==> src/rtl/pdtimer_pkg.sv <==
package pdtimer_pkg;
  localparam int BUS_W  = 32;
  localparam int ADDR_W = 4;
  localparam int CFG_W  = 3;
  localparam int MODE_W = 8;
  localparam int NEV    = 2;
  localparam int EV_TO  = 0;
  localparam int EV_MT  = 1;
  localparam int EV_BITPOS [NEV] = '{0, 4};

  localparam logic [CFG_W-1:0] CFG_WIDE = 3'd4;
  localparam logic [1:0]       MODE_PER = 2'b10;

  localparam logic [ADDR_W-1:0] A_CTRL  = 4'd0;
  localparam logic [ADDR_W-1:0] A_CFG   = 4'd1;
  localparam logic [ADDR_W-1:0] A_MODE  = 4'd2;
  localparam logic [ADDR_W-1:0] A_LOAD  = 4'd3;
  localparam logic [ADDR_W-1:0] A_MATCH = 4'd4;
  localparam logic [ADDR_W-1:0] A_PRESC = 4'd5;
  localparam logic [ADDR_W-1:0] A_MASK  = 4'd6;
  localparam logic [ADDR_W-1:0] A_RAW   = 4'd7;
  localparam logic [ADDR_W-1:0] A_CLR   = 4'd8;
  localparam logic [ADDR_W-1:0] A_COUNT = 4'd9;
endpackage

==> src/rtl/pdtimer_regs.sv <==
module pdtimer_regs
  import pdtimer_pkg::*;
#(
  parameter int CNT_W = 32,
  parameter int PRE_W = 16
) (
  input  logic              clk,
  input  logic              rst_n,
  input  logic              bus_sel,
  input  logic              bus_we,
  input  logic [ADDR_W-1:0] bus_addr,
  input  logic [BUS_W-1:0]  bus_wdata,
  input  logic [CNT_W-1:0]  count,
  input  logic [NEV-1:0]    raw,
  output logic [BUS_W-1:0]  bus_rdata,
  output logic              run,
  output logic [CNT_W-1:0]  load,
  output logic [CNT_W-1:0]  match,
  output logic [PRE_W-1:0]  presc,
  output logic [NEV-1:0]    mask,
  output logic              clr_wr,
  output logic [NEV-1:0]    clr_bits
);
  logic              en_a_q, en_b_q, en_a_d, en_b_d;
  logic [CFG_W-1:0]  cfg_q, cfg_d;
  logic [MODE_W-1:0] mode_q, mode_d;
  logic [CNT_W-1:0]  load_q, load_d, match_q, match_d;
  logic [PRE_W-1:0]  presc_q, presc_d;
  logic [NEV-1:0]    mask_q, mask_d, wbits;
  logic              wr;

  assign wr = bus_sel & bus_we;

  always_comb begin
    for (int g = 0; g < NEV; g++) wbits[g] = bus_wdata[EV_BITPOS[g]];
  end

  always_comb begin
    en_a_d  = en_a_q;
    en_b_d  = en_b_q;
    cfg_d   = cfg_q;
    mode_d  = mode_q;
    load_d  = load_q;
    match_d = match_q;
    presc_d = presc_q;
    mask_d  = mask_q;
    if (wr) begin
      case (bus_addr)
        A_CTRL:  begin en_a_d = bus_wdata[0]; en_b_d = bus_wdata[8]; end
        A_CFG:   cfg_d   = bus_wdata[CFG_W-1:0];
        A_MODE:  mode_d  = bus_wdata[MODE_W-1:0];
        A_LOAD:  load_d  = bus_wdata[CNT_W-1:0];
        A_MATCH: match_d = bus_wdata[CNT_W-1:0];
        A_PRESC: presc_d = bus_wdata[PRE_W-1:0];
        A_MASK:  mask_d  = wbits;
        default: ;
      endcase
    end
  end

  always_ff @(posedge clk or negedge rst_n) begin
    if (!rst_n) begin
      en_a_q  <= 1'b0;
      en_b_q  <= 1'b0;
      cfg_q   <= '0;
      mode_q  <= '0;
      load_q  <= '0;
      match_q <= '0;
      presc_q <= '0;
      mask_q  <= '0;
    end else begin
      en_a_q  <= en_a_d;
      en_b_q  <= en_b_d;
      cfg_q   <= cfg_d;
      mode_q  <= mode_d;
      load_q  <= load_d;
      match_q <= match_d;
      presc_q <= presc_d;
      mask_q  <= mask_d;
    end
  end

  assign run      = en_a_q && (cfg_q == CFG_WIDE) && (mode_q[1:0] == MODE_PER);
  assign load     = load_q;
  assign match    = match_q;
  assign presc    = presc_q;
  assign mask     = mask_q;
  assign clr_wr   = wr && (bus_addr == A_CLR);
  assign clr_bits = wbits;

  always_comb begin
    bus_rdata = '0;
    case (bus_addr)
      A_CTRL:  begin bus_rdata[0] = en_a_q; bus_rdata[8] = en_b_q; end
      A_CFG:   bus_rdata[CFG_W-1:0]  = cfg_q;
      A_MODE:  bus_rdata[MODE_W-1:0] = mode_q;
      A_LOAD:  bus_rdata[CNT_W-1:0]  = load_q;
      A_MATCH: bus_rdata[CNT_W-1:0]  = match_q;
      A_PRESC: bus_rdata[PRE_W-1:0]  = presc_q;
      A_MASK:  for (int g = 0; g < NEV; g++) bus_rdata[EV_BITPOS[g]] = mask_q[g];
      A_RAW:   for (int g = 0; g < NEV; g++) bus_rdata[EV_BITPOS[g]] = raw[g];
      A_COUNT: bus_rdata[CNT_W-1:0]  = count;
      default: ;
    endcase
  end
endmodule

==> src/rtl/pdtimer_prescale.sv <==
module pdtimer_prescale #(
  parameter int PRE_W = 16
) (
  input  logic             clk,
  input  logic             rst_n,
  input  logic             run,
  input  logic [PRE_W-1:0] presc,
  output logic             start,
  output logic             tick
);
  logic             run_q;
  logic [PRE_W-1:0] pcnt_q, pcnt_d;

  assign start = run & ~run_q;
  assign tick  = run & run_q & (pcnt_q == '0);

  always_comb begin
    pcnt_d = pcnt_q;
    if (start)            pcnt_d = presc;
    else if (tick)        pcnt_d = presc;
    else if (run & run_q) pcnt_d = pcnt_q - 1'b1;
  end

  always_ff @(posedge clk or negedge rst_n) begin
    if (!rst_n) begin
      run_q  <= 1'b0;
      pcnt_q <= '0;
    end else begin
      run_q  <= run;
      pcnt_q <= pcnt_d;
    end
  end
endmodule

==> src/rtl/pdtimer_core.sv <==
module pdtimer_core
  import pdtimer_pkg::*;
#(
  parameter int CNT_W = 32
) (
  input  logic             clk,
  input  logic             rst_n,
  input  logic             start,
  input  logic             tick,
  input  logic [CNT_W-1:0] load,
  input  logic [CNT_W-1:0] match,
  output logic [CNT_W-1:0] count,
  output logic [NEV-1:0]   ev
);
  logic [CNT_W-1:0] cnt_q, cnt_d;
  logic             at_zero;

  assign at_zero = (cnt_q == '0);

  always_comb begin
    cnt_d = cnt_q;
    if (start)        cnt_d = load;
    else if (tick)    cnt_d = at_zero ? load : cnt_q - 1'b1;
  end

  always_comb begin
    ev        = '0;
    ev[EV_TO] = tick & at_zero;
    ev[EV_MT] = tick & (cnt_d == match);
  end

  always_ff @(posedge clk or negedge rst_n) begin
    if (!rst_n) cnt_q <= '0;
    else        cnt_q <= cnt_d;
  end

  assign count = cnt_q;
endmodule

==> src/rtl/pdtimer_status.sv <==
module pdtimer_status
  import pdtimer_pkg::*;
(
  input  logic           clk,
  input  logic           rst_n,
  input  logic [NEV-1:0] ev,
  input  logic           clr_wr,
  input  logic [NEV-1:0] clr_bits,
  input  logic [NEV-1:0] mask,
  output logic [NEV-1:0] raw,
  output logic           irq
);
  logic [NEV-1:0] raw_q, raw_d, clr_eff;

  assign clr_eff = clr_wr ? clr_bits : '0;

  always_comb begin
    for (int g = 0; g < NEV; g++) raw_d[g] = (raw_q[g] & ~clr_eff[g]) | ev[g];
  end

  always_ff @(posedge clk or negedge rst_n) begin
    if (!rst_n) raw_q <= '0;
    else        raw_q <= raw_d;
  end

  assign raw = raw_q;
  assign irq = |(raw_q & mask);
endmodule

==> src/rtl/pdtimer.sv <==
module pdtimer
  import pdtimer_pkg::*;
#(
  parameter int CNT_W = 32,
  parameter int PRE_W = 16
) (
  input  logic        clk,
  input  logic        rst_n,
  input  logic        bus_sel,
  input  logic        bus_we,
  input  logic [3:0]  bus_addr,
  input  logic [31:0] bus_wdata,
  output logic [31:0] bus_rdata,
  output logic        irq
);
  logic [1:0]       rs_q;
  logic             rst_sync_n;
  logic             run, start, tick, clr_wr;
  logic [CNT_W-1:0] count, load, match;
  logic [PRE_W-1:0] presc;
  logic [NEV-1:0]   mask, raw, ev, clr_bits;

  always_ff @(posedge clk or negedge rst_n) begin
    if (!rst_n) rs_q <= '0;
    else        rs_q <= {rs_q[0], 1'b1};
  end
  assign rst_sync_n = rs_q[1];

  pdtimer_regs #(.CNT_W(CNT_W), .PRE_W(PRE_W)) u_regs (
    .clk(clk), .rst_n(rst_sync_n), .bus_sel(bus_sel), .bus_we(bus_we),
    .bus_addr(bus_addr), .bus_wdata(bus_wdata), .count(count), .raw(raw),
    .bus_rdata(bus_rdata), .run(run), .load(load), .match(match),
    .presc(presc), .mask(mask), .clr_wr(clr_wr), .clr_bits(clr_bits)
  );

  pdtimer_prescale #(.PRE_W(PRE_W)) u_pre (
    .clk(clk), .rst_n(rst_sync_n), .run(run), .presc(presc),
    .start(start), .tick(tick)
  );

  pdtimer_core #(.CNT_W(CNT_W)) u_core (
    .clk(clk), .rst_n(rst_sync_n), .start(start), .tick(tick),
    .load(load), .match(match), .count(count), .ev(ev)
  );

  pdtimer_status u_stat (
    .clk(clk), .rst_n(rst_sync_n), .ev(ev), .clr_wr(clr_wr),
    .clr_bits(clr_bits), .mask(mask), .raw(raw), .irq(irq)
  );
endmodule

==> config.mk <==
export PLATFORM = sky130hd
export DESIGN_NAME = pdtimer
export DESIGN_NICKNAME = d
export VERILOG_FILES = /design/src/rtl/pdtimer_pkg.sv /design/src/rtl/pdtimer_regs.sv /design/src/rtl/pdtimer_prescale.sv /design/src/rtl/pdtimer_core.sv /design/src/rtl/pdtimer_status.sv /design/src/rtl/pdtimer.sv
export SDC_FILE = /design/constraint.sdc
export NUM_CORES = 1
export LEC_CHECK = 0
export ABC_CLOCK_PERIOD_IN_PS = 11100
export BUFFER_PORTS_ARGS = -buffer_cell sky130_fd_sc_hd__buf_2
export CAP_MARGIN = 20
export CORE_ASPECT_RATIO = 0.8
export CORE_UTILIZATION = 29
export CTS_BUF_LIST = sky130_fd_sc_hd__clkbuf_4
export DETAILED_ROUTE_END_ITERATION = 6
export HOLD_SLACK_MARGIN = 0.1
export SLEW_MARGIN = 10
export SYNTH_ARGS = -nofsm -noshare
export SYNTH_HDL_FRONTEND = slang
export SYNTH_SLANG_ARGS = --single-unit
==> constraint.sdc <==
create_clock -name clk -period 11.1 [get_ports clk]
set_clock_uncertainty 0.1 [all_clocks]
set_input_delay 1.665 -clock clk [delete_from_list [all_inputs] [get_ports clk]]
set_output_delay 1.665 -clock clk [all_outputs]
set_load 0.02 [all_outputs]
* Word level (Yosys, flattened, before mapping)
Index checks and enable logic that the tools add are counted.
Word-level totals: memory bits (writable) 0, output and inout port bits 33, register bits after elaboration 148, ROM bits 0, memories 0, logic and storage cells 71, bits in latches 0
Cells by class: muxes and demuxes 15, add/sub/neg operators 2, shift operators 0, reductions and logical operators 15, multipliers 0, equal/unequal tests 12, magnitude comparators 0, divide/modulo/power cells 0, bitwise operators 14
Operators with widths (number):
- 32-bit 2-to-1 mux | 3
- 16-bit 2-to-1 mux | 3
- 16-bit one-hot mux with 3 select lines | 1
- 32-bit == test | 1
- 32-bit logical NOT | 1
- 32-bit by 1-bit subtractor with 32-bit output, second input constant | 1
- 7-bit one-hot mux with 4 select lines | 1
- 4-bit by 3-bit == test with 1-bit output, second input constant | 4
- 16-bit logical NOT | 1
- 16-bit by 1-bit subtractor with 16-bit output, second input constant | 1
- 3-bit one-hot mux with 5 select lines | 1
- 2-bit AND reduction | 7
- 2-bit one-hot mux with 6 select lines | 1
- 1-bit one-hot mux with 5 select lines | 2
- 1-bit one-hot mux with 9 select lines | 1
- 1-bit AND | 8
- 4-bit by 2-bit == test with 1-bit output, second input constant | 2
- 4-bit == test, second input constant | 2
- 1-bit one-hot mux with 7 select lines | 1
- 4-bit by 1-bit == test with 1-bit output, second input constant | 1
- 4-bit logical NOT | 1
- 3-bit == test, second input constant | 1
- 1-bit logical AND | 3
- 1-bit inverter | 3
- 6 further kinds | 7

* Longest topological paths before layout
Gate-level depths: netlist of run 1.
word-level depth 10, mapped depth 14, gate-level depth less buffers 12

* Modules after synthesis
Synthesis of run 1 repeated with hierarchy kept, for this count alone.
Unflattened totals: cells, all modules 885, area total of the unflattened synthesis 8994.9 µm²
Modules (own cells, without submodules):
- pdtimer_regs | instances 1, area an instance 4580.6 µm², sequential area each 2377.3 µm², cells each 352
- pdtimer_core | instances 1, area an instance 3126.7 µm², sequential area each 800.8 µm², cells each 389
- pdtimer_prescale | instances 1, area an instance 1152.4 µm², sequential area each 425.4 µm², cells each 134
- pdtimer_status | instances 1, area an instance 81.3 µm², sequential area each 50.0 µm², cells each 7
- pdtimer | instances 1, area an instance 53.8 µm², sequential area each 50.0 µm², cells each 3

* Worst setup path after synthesis of run 1
No wires, ideal clock.
path type input-to-output, start point input port bus_addr[3], end point output port bus_rdata[1], required time 9.335 ns, data arrival time 3.054 ns, path slack 6.281 ns, stages 7, cells stage by stage clkbuf_1 nand2b_1 clkbuf_1 nor2_1 clkbuf_1 a222oi_1 nand2_1
On the way: longest elaborated chain between the ends 2, elaborated cells between the ends (all ways) 7, classes of those cells eq/ne (6); mux (1)
Ends and longest elaborated chain:
- start: declaration | line pdtimer.sv:11 | input logic [3:0] bus_addr,
- 4-bit == test (tied with other cells) | line pdtimer_regs.sv:93 | case (bus_addr)
- 2-bit one-hot mux with 6 select lines * | line pdtimer_regs.sv:93
- end: declaration | line pdtimer.sv:13 | output logic [31:0] bus_rdata,
Mark *: on every way between the ends. The rest lies on a longest branch, timed or not.

* Worst setup path after layout of run 1
start point input port bus_addr[1], end point output port bus_rdata[19]
On the way: longest elaborated chain between the ends 2, elaborated cells between the ends (all ways) 4, classes of those cells eq/ne (3); mux (1)
Ends and longest elaborated chain (line):
- 4-bit == test (tied with other cells) | pdtimer_regs.sv:93
- 16-bit one-hot mux with 3 select lines * | pdtimer_regs.sv:93
Marked as above.

==> results by group, run 1 <==
Logic synthesis
  – Syn nets: 865
  – Number of synthesized flops with an enable pin: 0
  – Cell area after synthesis: 0.008349 mm2
  – Yosys reg bits: 148
  – Synth Area per Inst: 10.16 um2
  – Synth area leader: dfrtp_1
  – Sequential share of the synthesized area: 44.36%
  – Post-synth top flop: dfrtp_1
  – Post-Syn Instances: 822
  – Asr flop ratio synth: 100.0%
  – Yosys warnings: 0
  – Top cell type's share of synthesized area: 44.36%
  – Distinct cells, synth: 88
  – Area contributors post-synth: dfrtp_1 (44%), mux2_2 (13%), a222oi_1 (3.6%)

Worst setup path
  – Critical path's slowest cell: nor2_2
  – Worst-path fanout max: 18
  – Worst R2R Path Depth: 12
  – Crit path max-delay family: simple AND/OR/NAND/NOR gates
  – Critical Path RT: 9340 ps
  – Buf/Inv on CP: 4
  – Arr. time, crit path: 3560 ps
  – Crit Path Class: input port to output port
  – CP max stage delay: 610 ps
  – Element type at the critical path end: output port
  – Crit-path cells: buf_2 -> nand2b_1 -> nor2_2 -> buf_4 -> a222oi_1 -> inv_1 -> buf_2
  – Stages on worst setup path: 7
  – Most frequent CP cell: buf_2
  – Worst setup SP type: input port

GRT
  – Vias in the first global route: 6901
  – Largest net degree at the start of global routing: 62
  – Initial antenna violation count: 2
  – Global-route wire length before repair: 41850 um
  – Gr usage total: 18.67%
  – GRT overflow: 0

Worst hold path
  – HP Class: flop to asynchronous set/reset pin

Die
  – Chip width: 191.7 um
  – Initial core utilization: 29.52%
  – DIE AREA: 0.02948 mm2
  – Core Area: 0.02828 mm2
  – Boundary Pins: 73
  – Die height: 153.8 um
  – Row count: 55

Timing
  – WHS: 192.8 ps
  – Total negative slack: 0 ps
  – Final period utilization: 48.00%
  – RSZ-0062 raised after global routing: false
  – Post-layout min period: 5328 ps
  – Fin. Hold Viols: 0
  – Achievable Freq: 187.7 MHz
  – Slew Viols, Final: 0
  – Slew @ Worst Pin: 1009 ps
  – Worst rel slew slack: 32.53%
  – Final setup violation count: 0

Pwr
  – Leak: 4.063 nW
  – Maximum VDD drop: 0.08365 mV
  – Cell Pwr Density: 163.9 mW/mm2
  – Total Power: 0.001528 W

Finish
  – Fin area: 0.009321 mm2
  – Fraction of final layout cells sized beyond drive strength 1: 28.72%
  – Post-layout nets: 925
  – Area Growth Syn to Fin: 11.64%
  – End-of-flow core utilization: 32.96%

Clock network
  – CTS Buffer Depth: 2
  – TritonCTS buffer count: 17
  – Setup Buffers After CTS: 0
  – Clk Latency, worst-skew pair: 590 ps
  – Htree depth: 4
  – Sink Count: 148
  – CTS clk-pin slew, worst paths: 140 ps
  – Root Buffer: clkbuf_4
  – Resize count post-CTS: 0
  – CTS Hold Bufs: 0
  – CTS tree: yes

Placed design
  – Placer Congestion: 0.8852
  – Area after DPL: 0.009089 mm2
  – Post-DP HPWL: 19580 um
  – I/O Buffers: 72

Route
  – WL/cell: 21.27 um
  – DR vias: 7145
  – Final ANT Viol Nets: 0
  – Routed WL: 26920 um
  – First-pass detailed-route iteration total: 5
  – Vias/cell: 5.644
  – WL met2: 12170 um
  – Residual DRC: 0
  – DRT met1 WL: 12310 um
  – DR top layer: met4
  – Routed wl met3: 1725 um
  – Initial DRC count: 894

Run
  – MaxCap Viol Count: 0

Status
  – Status: completed
==> cells in the final DEF, fill, tap and decap left out, types with 4 or more instances in the layout <==
cell          n
a211oi_1      5
a21oi_1      42
a222oi_1     30
a22oi_1       7
buf_2        72
buf_4        16
clkbuf_4     18
clkinv_2      4
clkinvlp_4    6
dfrtp_1     147
inv_1        30
mux2_2       98
mux2i_1       7
nand2_1      64
nand2b_1      9
nand3_1      26
nand4_1      12
nor2_1       60
nor3_1       21
nor4_1       17
o21a_1        4
o21ai_0      41
o22a_1        6
or3_1        10
or4_1         6
or4_4         6
xnor2_1      19
xor2_1        9
==> area by class of cell <==
cell class	instances	area, um2
diodes	1	2.502
clock buffers	18	135.1
clock inverters	14	90.09
fillers	2926	18960
inverters	30	112.6
multi-input cells	596	4325
flip-flops and latches	148	3707
well taps	370	462.9
repair buffers	89	485.5
==> synthesized netlist by cell type, types with 5 or more instances <==
| library cell | number |
|---|---|
| nor4_1 | 18 |
| nand2b_1 | 9 |
| nor2_1 | 61 |
| nand4_1 | 12 |
| o21ai_0 | 41 |
| buf_2 | 6 |
| dfrtp_1 | 148 |
| xor2_1 | 9 |
| mux2i_1 | 7 |
| o22a_1 | 6 |
| a22oi_1 | 7 |
| nor3_1 | 23 |
| or4_4 | 6 |
| nand3_1 | 26 |
| a211oi_1 | 5 |
| mux2_2 | 98 |
| or3_1 | 10 |
| or4_1 | 6 |
| xnor2_1 | 19 |
| clkbuf_1 | 32 |
| a222oi_1 | 30 |
| inv_1 | 30 |
| a21oi_1 | 42 |
| nand2_1 | 64 |
==> flip-flops by register name, summed over array words and instances, names as in the netlist <==
register and count:
u_regs.en_a_q 1, u_stat.raw 2, u_regs.match 32, u_core.count 32
u_regs.en_b_q 1, u_pre.run_q 1, u_regs.load 32, u_regs.presc 16
u_regs.mode_q 8, u_regs.cfg_q 3, u_regs.mask 2, u_pre.pcnt_q 16
rs_q 2
==> final timing paths <==
check | slack, ps | startpoint | endpoint
worst max-delay path | 5770 | bus_addr[1] | bus_rdata[19]
worst min-delay path | 190 | rs_q[1] | u_pre.pcnt_q[15]
worst max register to register | 6240 | u_pre.pcnt_q[0] | u_stat.raw[1]
worst min register to register | 190 | rs_q[1] | u_pre.pcnt_q[15]
max in group asynchronous | 9510 | rs_q[1] | u_core.count[31]
min in group clk | 270 | rs_q[0] | rs_q[1]
==> report_power, final <==
| group | internal [W] | leakage [nW] | switching, W |
|---|---|---|---|
| clock network | 0.0000878 | 0.111 | 0.000206 |
| registers | 0.000649 | 1.89 | 0.000159 |
| logic | 0.000197 | 2.06 | 0.000229 |
==> stage by stage <==
step | setup slack (ps) | std cells
after global placement | 5823 | 1232
final | 5772 | 1266
after CTS | 5773 | 1264
after global routing | 5634 | 1266
after detailed placement | 5786 | 1232
after floorplan | 6281 | 822
==> metal layers <==
| layer | global-route usage (%) | vias up |
|---|---|---|
| met5 | 0 | - |
| met2 | 28.09 | 274 |
| li1 | - | 3215 |
| met4 | 7.067 | 0 |
| met3 | 3.515 | 45 |
| met1 | 26.34 | 3611 |
==> kinds of logic after synthesis <==
family          after synthesis  share of synthesized area [%]
mux                         105                          14.06
buf+inv                      78                          4.151
compound gates              184                          15.96
other cells                   1                        0.04491
fa+ha+maj                     3                         0.4496
simple gates                273                          17.52
xor+xnor                     30                          3.462
flops                       148                          44.36
Power figures use the tool's default switching activity.
==> run 2: changes to the inputs <==
ABC_CLOCK_PERIOD_IN_PS = 5600   (was 11100)
clock period = 5.6 ns   (was 11.1 ns; I/O delays follow)
==> results by group, run 2 (same netlist as run 1, synthesis figures left out) <==
Pwr
  – Cell Pwr Density: 339.8 mW/mm2 (+110%)
  – Pint: 0.001990 W (+110%)
  – Clock share of power: 23.1% (+3.9 points)
  – Switch Pwr: 0.001202 W (+100%)
  – Leak: 4.107 nW (+1.1%)
  – Comb pwr share: 26.5% (-1.4 points)
  – Maximum VDD drop: 0.2283 mV (+170%)
  – Switching share of power: 37.67% (-1.3 points)
  – Reg power frac: 50.4% (-2.5 points)

Placed design
  – I/O Buffers: 72 (unchanged)
  – Setup WS pre-CTS: 1142 ps (-4644 ps)
  – Post-DP HPWL: 19990 um (+2.1%)
  – Placer Congestion: 0.9522 (+7.6%)
  – Dpl cells: 1232 (unchanged)

Worst setup path
  – Worst-path fanout max: 11 (-7)
  – Register-to-Register Setup Slack: 980 ps (-5260 ps)
  – Worst setup SP type: flop
  – Arr. time, crit path: 5000 ps (+1440 ps)
  – Critical Path RT: 5980 ps (-3360 ps)
  – Crit Path Class: flop to flop
  – Element type at the critical path end: flop

Finish
  – Post-layout nets: 925 (unchanged)
  – Finished Layout Cells: 1264 (-0.16%)
  – Fillers: 2889 (-1.3%)
  – End-of-flow core utilization: 33.21% (+0.25 points)
  – Fraction of final layout cells sized beyond drive strength 1: 28.56% (-0.16 points)
  – Area Growth Syn to Fin: 12.50%
  – Most common cell after layout, fill and taps aside: dfrtp_1
  – Most frequent cells in the layout: dfrtp_1 (147), mux2_2 (98), buf_2 (72)

Timing
  – Worst rel slew slack: 32.50% (about the same)
  – Fin. Hold Viols: 0 (unchanged)
  – Post-layout min period: 4616 ps
  – Final WS setup: 983.7 ps (-4789 ps)
  – RSZ-0062 raised after global routing: false
  – Final setup violation count: 0 (unchanged)
  – Total negative slack: 0 ps (unchanged)
  – Achievable Freq: 216.6 MHz
  – Slew Viols, Final: 0 (unchanged)
  – Slew @ Worst Pin: 1009 ps (+0.3255 ps)
  – Final period utilization: 82.43%
  – WHS: 270.8 ps (+78.03 ps)

Status
  – Status: completed

Clock network
  – CTS clk-pin slew, worst paths: 140 ps (about the same)
  – TritonCTS buffer count: 17 (unchanged)
  – CTS tree: yes
  – Clk Latency, worst-skew pair: 560 ps (-30 ps)
  – Htree depth: 4 (unchanged)
  – Sink Count: 148 (unchanged)
  – CTS Buffer Depth: 2 (unchanged)
  – Root Buffer: clkbuf_4

Route
  – WL/cell: 21.57 um (+1.4%)
  – Final ANT Viol Nets: 0 (unchanged)
  – First-pass detailed-route iteration total: 6 (+1)
  – Initial DRC count: 843 (-5.7%)
  – Residual DRC: 0 (unchanged)
  – Vias/cell: 5.652 (+0.14%)
  – DR vias: 7144 (-0.014%)
  – Routed WL: 27270 um (+1.3%)

Die
  – Row count: 55 (unchanged)
  – Die height: 153.8 um (unchanged)
  – Initial core utilization: 29.52% (unchanged)
  – DIE AREA: 0.02948 mm2 (unchanged)
  – Core Area: 0.02828 mm2 (unchanged)
  – Chip width: 191.7 um (unchanged)
  – Boundary Pins: 73 (unchanged)

GRT
  – GRT overflow: 0 (unchanged)
  – Vias in the first global route: 6922 (+0.30%)
  – Largest net degree at the start of global routing: 63 (+1.6%)
  – Global-route wire length before repair: 42320 um (+1.1%)
  – Gr usage total: 18.91% (+0.24 points)
  – Initial antenna violation count: 1 (-1)

Worst hold path
  – HP Class: flop to flop

Run
  – MaxCap Viol Count: 0 (unchanged)
run 2: critical path, stage by stage (launching register included):
cell and delay (ps):
dfrtp_1 420, inv_1 70, ha_1 180, nor4b_1 750, nand4b_1 410, nor2_1 800
nor2_1 440, a21oi_1 240, o21a_1 170, xnor2_1 130, nand4_1 130, or4b_1 530
o31ai_1 200
run 2: metrics by stage:
stage	total power, W	cell area (um2)
after CTS	0.003186	9390
after global routing	0.003356	9393
after global placement	0.002445	9089
final	0.003192	9393
after detailed placement	0.002451	9089
after floorplan	0.002142	8349
run 2: final timing paths:
path                                      start          endpoint  cells past startpoint
worst min register to register          rs_q[0]           rs_q[1]                      0
worst max-delay path            u_pre.pcnt_q[0]     u_stat.raw[1]                     12
worst max register to register  u_pre.pcnt_q[0]     u_stat.raw[1]                     12
worst min-delay path                    rs_q[0]           rs_q[1]                      0
min in group asynchronous               rs_q[1]   u_regs.presc[5]                      0
max in group asynchronous               rs_q[1]  u_core.count[27]                      1
run 2: what timing repair did:
item / in CTS / in global routing
hold endpoints to repair: 2 / 0
hold buffers: 1 / 0
gates resized for setup: 0 / 0
buffers inserted: 0 / 0
run 2: cell type report:
| type | count | area, um2 | area share (%) |
|---|---|---|---|
| Clock buffer | 18 | 135.1 | 1.439 |
| Multi-Input combinational cell | 596 | 4325 | 46.05 |
| Timing Repair Buffer | 89 | 490.5 | 5.222 |
| Antenna cell | 1 | 2.502 | 0.02664 |
| Sequential cell | 148 | 3707 | 39.47 |
| Clock inverter | 12 | 156.4 | 1.665 |
| Inverter | 30 | 112.6 | 1.199 |
| Tap cell | 370 | 462.9 | 4.929 |
run 2: power by group through the flow:
stage	clock network, W	registers [W]	logic [W]
floorplan	0	0.00148	0.000657
global route	0.000795	0.00164	0.000920
global placement	0	0.00162	0.000826
detailed placement	0	0.00162	0.000830
finish	0.000737	0.00161	0.000846
CTS	0.000750	0.00160	0.000836
run 2: routing by layer:
metal  wire length, um  vias to the layer above  GRT usage [%]
li1                  -                     3221              -
met3              2350                       30          4.656
met4               432                        0          4.384
met1             12470                     3580          27.26
met5                 0                        -              0
met2             12020                      313          28.21
==> run 3: changes to the inputs <==
ABC_CLOCK_PERIOD_IN_PS = 3900   (was 5600)
clock period = 3.9 ns   (was 5.6 ns; I/O delays follow)
==> results by group, run 3 (same netlist as run 1, synthesis figures left out) <==
Status
  – Status: completed

Route
  – Final ANT Viol Nets: 0 (unchanged)
  – WL/cell: 21.30 um (-1.3%)
  – Vias/cell: 5.711 (+1.0%)
  – DR vias: 7555 (+5.8%)
  – First-pass detailed-route iteration total: 6 (unchanged)
  – Routed WL: 28180 um (+3.4%)
  – Residual DRC: 0 (unchanged)
  – Initial DRC count: 1103 (+31%)

Placed design
  – I/O Buffers: 72 (unchanged)
  – Placer Congestion: 1.026 (+7.8%)
  – Post-DP HPWL: 20820 um (+4.1%)

Worst setup path
  – Critical Path RT: 4290 ps (-1690 ps)
  – Worst-path fanout max: 7 (-4)
  – Most frequent CP cell: or4_4
  – Arr. time, crit path: 4200 ps (-800 ps)
  – Worst setup SP type: flop
  – CP max stage delay: 590 ps (-210 ps)
  – Critical path's slowest cell: or4_4
  – Crit path max-delay family: simple AND/OR/NAND/NOR gates
  – Element type at the critical path end: flop
  – Crit-path cells: or4_4 -> or4_4 -> or3_4 -> o21ai_4 -> buf_6 -> a211o_2 -> xnor2_2 -> nand4_1 -> or4b_4 -> o31ai_4
  – Crit Path Class: flop to flop
  – Buf/Inv on CP: 1 (unchanged)

Run
  – MaxCap Viol Count: 0 (unchanged)

GRT
  – GRT overflow: 0 (unchanged)
  – Global-route wire length before repair: 43850 um (+3.6%)
  – Gr usage total: 19.47% (+0.56 points)
  – Met1 Resource Use GR: 28.82% (+1.6 points)
  – Vias in the first global route: 7239 (+4.6%)
  – Largest net degree at the start of global routing: 67 (+6.3%)
  – Grt met3 use: 3.355% (-1.3 points)
  – Initial antenna violation count: 1 (unchanged)
  – Global routing's busiest layer: met1
  – Met2 Usage GRT: 28.81% (+0.60 points)

Die
  – Core Area: 0.02828 mm2 (unchanged)
  – Die height: 153.8 um (unchanged)
  – DIE AREA: 0.02948 mm2 (unchanged)
  – Boundary Pins: 73 (unchanged)
  – Chip width: 191.7 um (unchanged)
  – Initial core utilization: 29.52% (unchanged)
  – Row count: 55 (unchanged)

Finish
  – Area of the multi-input gates: 0.004446 mm2 (+2.8%)
  – Fraction of final layout cells sized beyond drive strength 1: 35.33% (+6.8 points)
  – Most common cell after layout, fill and taps aside: dfrtp_1
  – Post-layout nets: 982 (+6.2%)
  – FF/Latch Area: 0.003707 mm2 (unchanged)
  – Fillers: 2853 (-1.2%)
  – Most frequent cells in the layout: dfrtp_1 (147), mux2_2 (98), buf_2 (72)
  – Area Growth Syn to Fin: 19.47%

Worst hold path
  – HP Class: flop to asynchronous set/reset pin

Clock network
  – CTS clk-pin slew, worst paths: 130 ps (about the same)
  – Htree depth: 4 (unchanged)
  – CTS Buffer Depth: 2 (unchanged)
  – Root Buffer: clkbuf_4
  – Sink Count: 148 (unchanged)
  – TritonCTS buffer count: 17 (unchanged)
  – CTS tree: yes
  – Clk Latency, worst-skew pair: 570 ps (about the same)

Pwr
  – Leak: 4.418 nW (+7.6%)
  – Cell Pwr Density: 476.7 mW/mm2 (+40%)
  – Maximum VDD drop: 0.2453 mV (+7.4%)

Timing
  – Post-layout min period: 3808 ps (-808.6 ps)
  – Achievable Freq: 262.6 MHz (+21%)
  – WHS: 156.8 ps (-114.0 ps)
  – Slew Viols, Final: 0 (unchanged)
  – Final setup violation count: 0 (unchanged)
  – Total negative slack: 0 ps (unchanged)
  – Worst rel slew slack: 26.52% (-6.0 points)
  – Slew @ Worst Pin: 1094 ps (+84.63 ps)
  – Fin. Hold Viols: 0 (unchanged)
  – Final period utilization: 97.63% (+15 points)
==> run 3: changes by cell type in the layout (fill, tap and decap cells not counted), moves of 3 or more <==
cell,before,now
buf_4,16,70
nor4_1,17,14
clkinvlp_4,2,5
nor2_2,1,4
nor2_1,60,57
==> run 3: final timing paths <==
kind | startpoint | to | slack (ps) | depth (start not counted)
worst min-delay path | rs_q[1] | u_pre.pcnt_q[10] | 160 | 0
max in group asynchronous | rs_q[1] | u_core.count[1] | 2430 | 1
worst min register to register | rs_q[1] | u_pre.pcnt_q[10] | 160 | 0
min in group clk | bus_wdata[26] | u_regs.load[26] | 160 | 2
worst max-delay path | u_core.count[9] | u_stat.raw[1] | 90 | 10
worst max register to register | u_core.count[9] | u_stat.raw[1] | 90 | 10
==> run 3: layout make-up <==
cell class | count | share of cell area [%]
diodes | 2 | 0.05018
clock buffers | 18 | 1.355
clock inverters | 13 | 1.593
inverters | 30 | 1.129
multi-input cells | 596 | 44.57
flip-flops and latches | 148 | 37.17
well taps | 370 | 4.641
repair buffers | 146 | 9.496
==> run 3: power breakdown <==
group | leakage (nW) | internal [W] | switching (W)
Clock | 0.144 | 0.000446 | 0.000592
Combinational | 2.38 | 0.000686 | 0.000809
Sequential | 1.89 | 0.00185 | 0.000375
==> run 3: layer usage <==
| layer | vias up | part of all wire, % |
|---|---|---|
| li1 | 3331 | - |
| met1 | 3743 | 45 |
| met2 | 426 | 44 |
| met3 | 55 | 9.1 |
| met4 | 0 | 2.2 |
| met5 | - | 0 |
==> run 3: stage by stage <==
step	total power (W)	util, %	setup slack [ps]	std cells	cell area [um2]
2_1_floorplan	0.003076	-	319.3	822	8351
3_3_place_gp	0.003633	33.63	72.08	1285	9512
3_5_place_dp	0.003645	33.63	-10.86	1285	9512
4_1_cts	0.004685	34.72	17.69	1317	9821
5_1_grt	0.004987	35.27	-4.589	1323	9975
6_report	0.004754	35.27	92.32	1323	9975
==> run 3: timing repair <==
action | in CTS | in global routing
hold buffers | 1 | 0
hold endpoints to repair | 2 | 0
pin swaps | 0 | 5
resized for setup | 1 | 28
buffers inserted | 0 | 4
setup endpoints to repair | 1 | 1
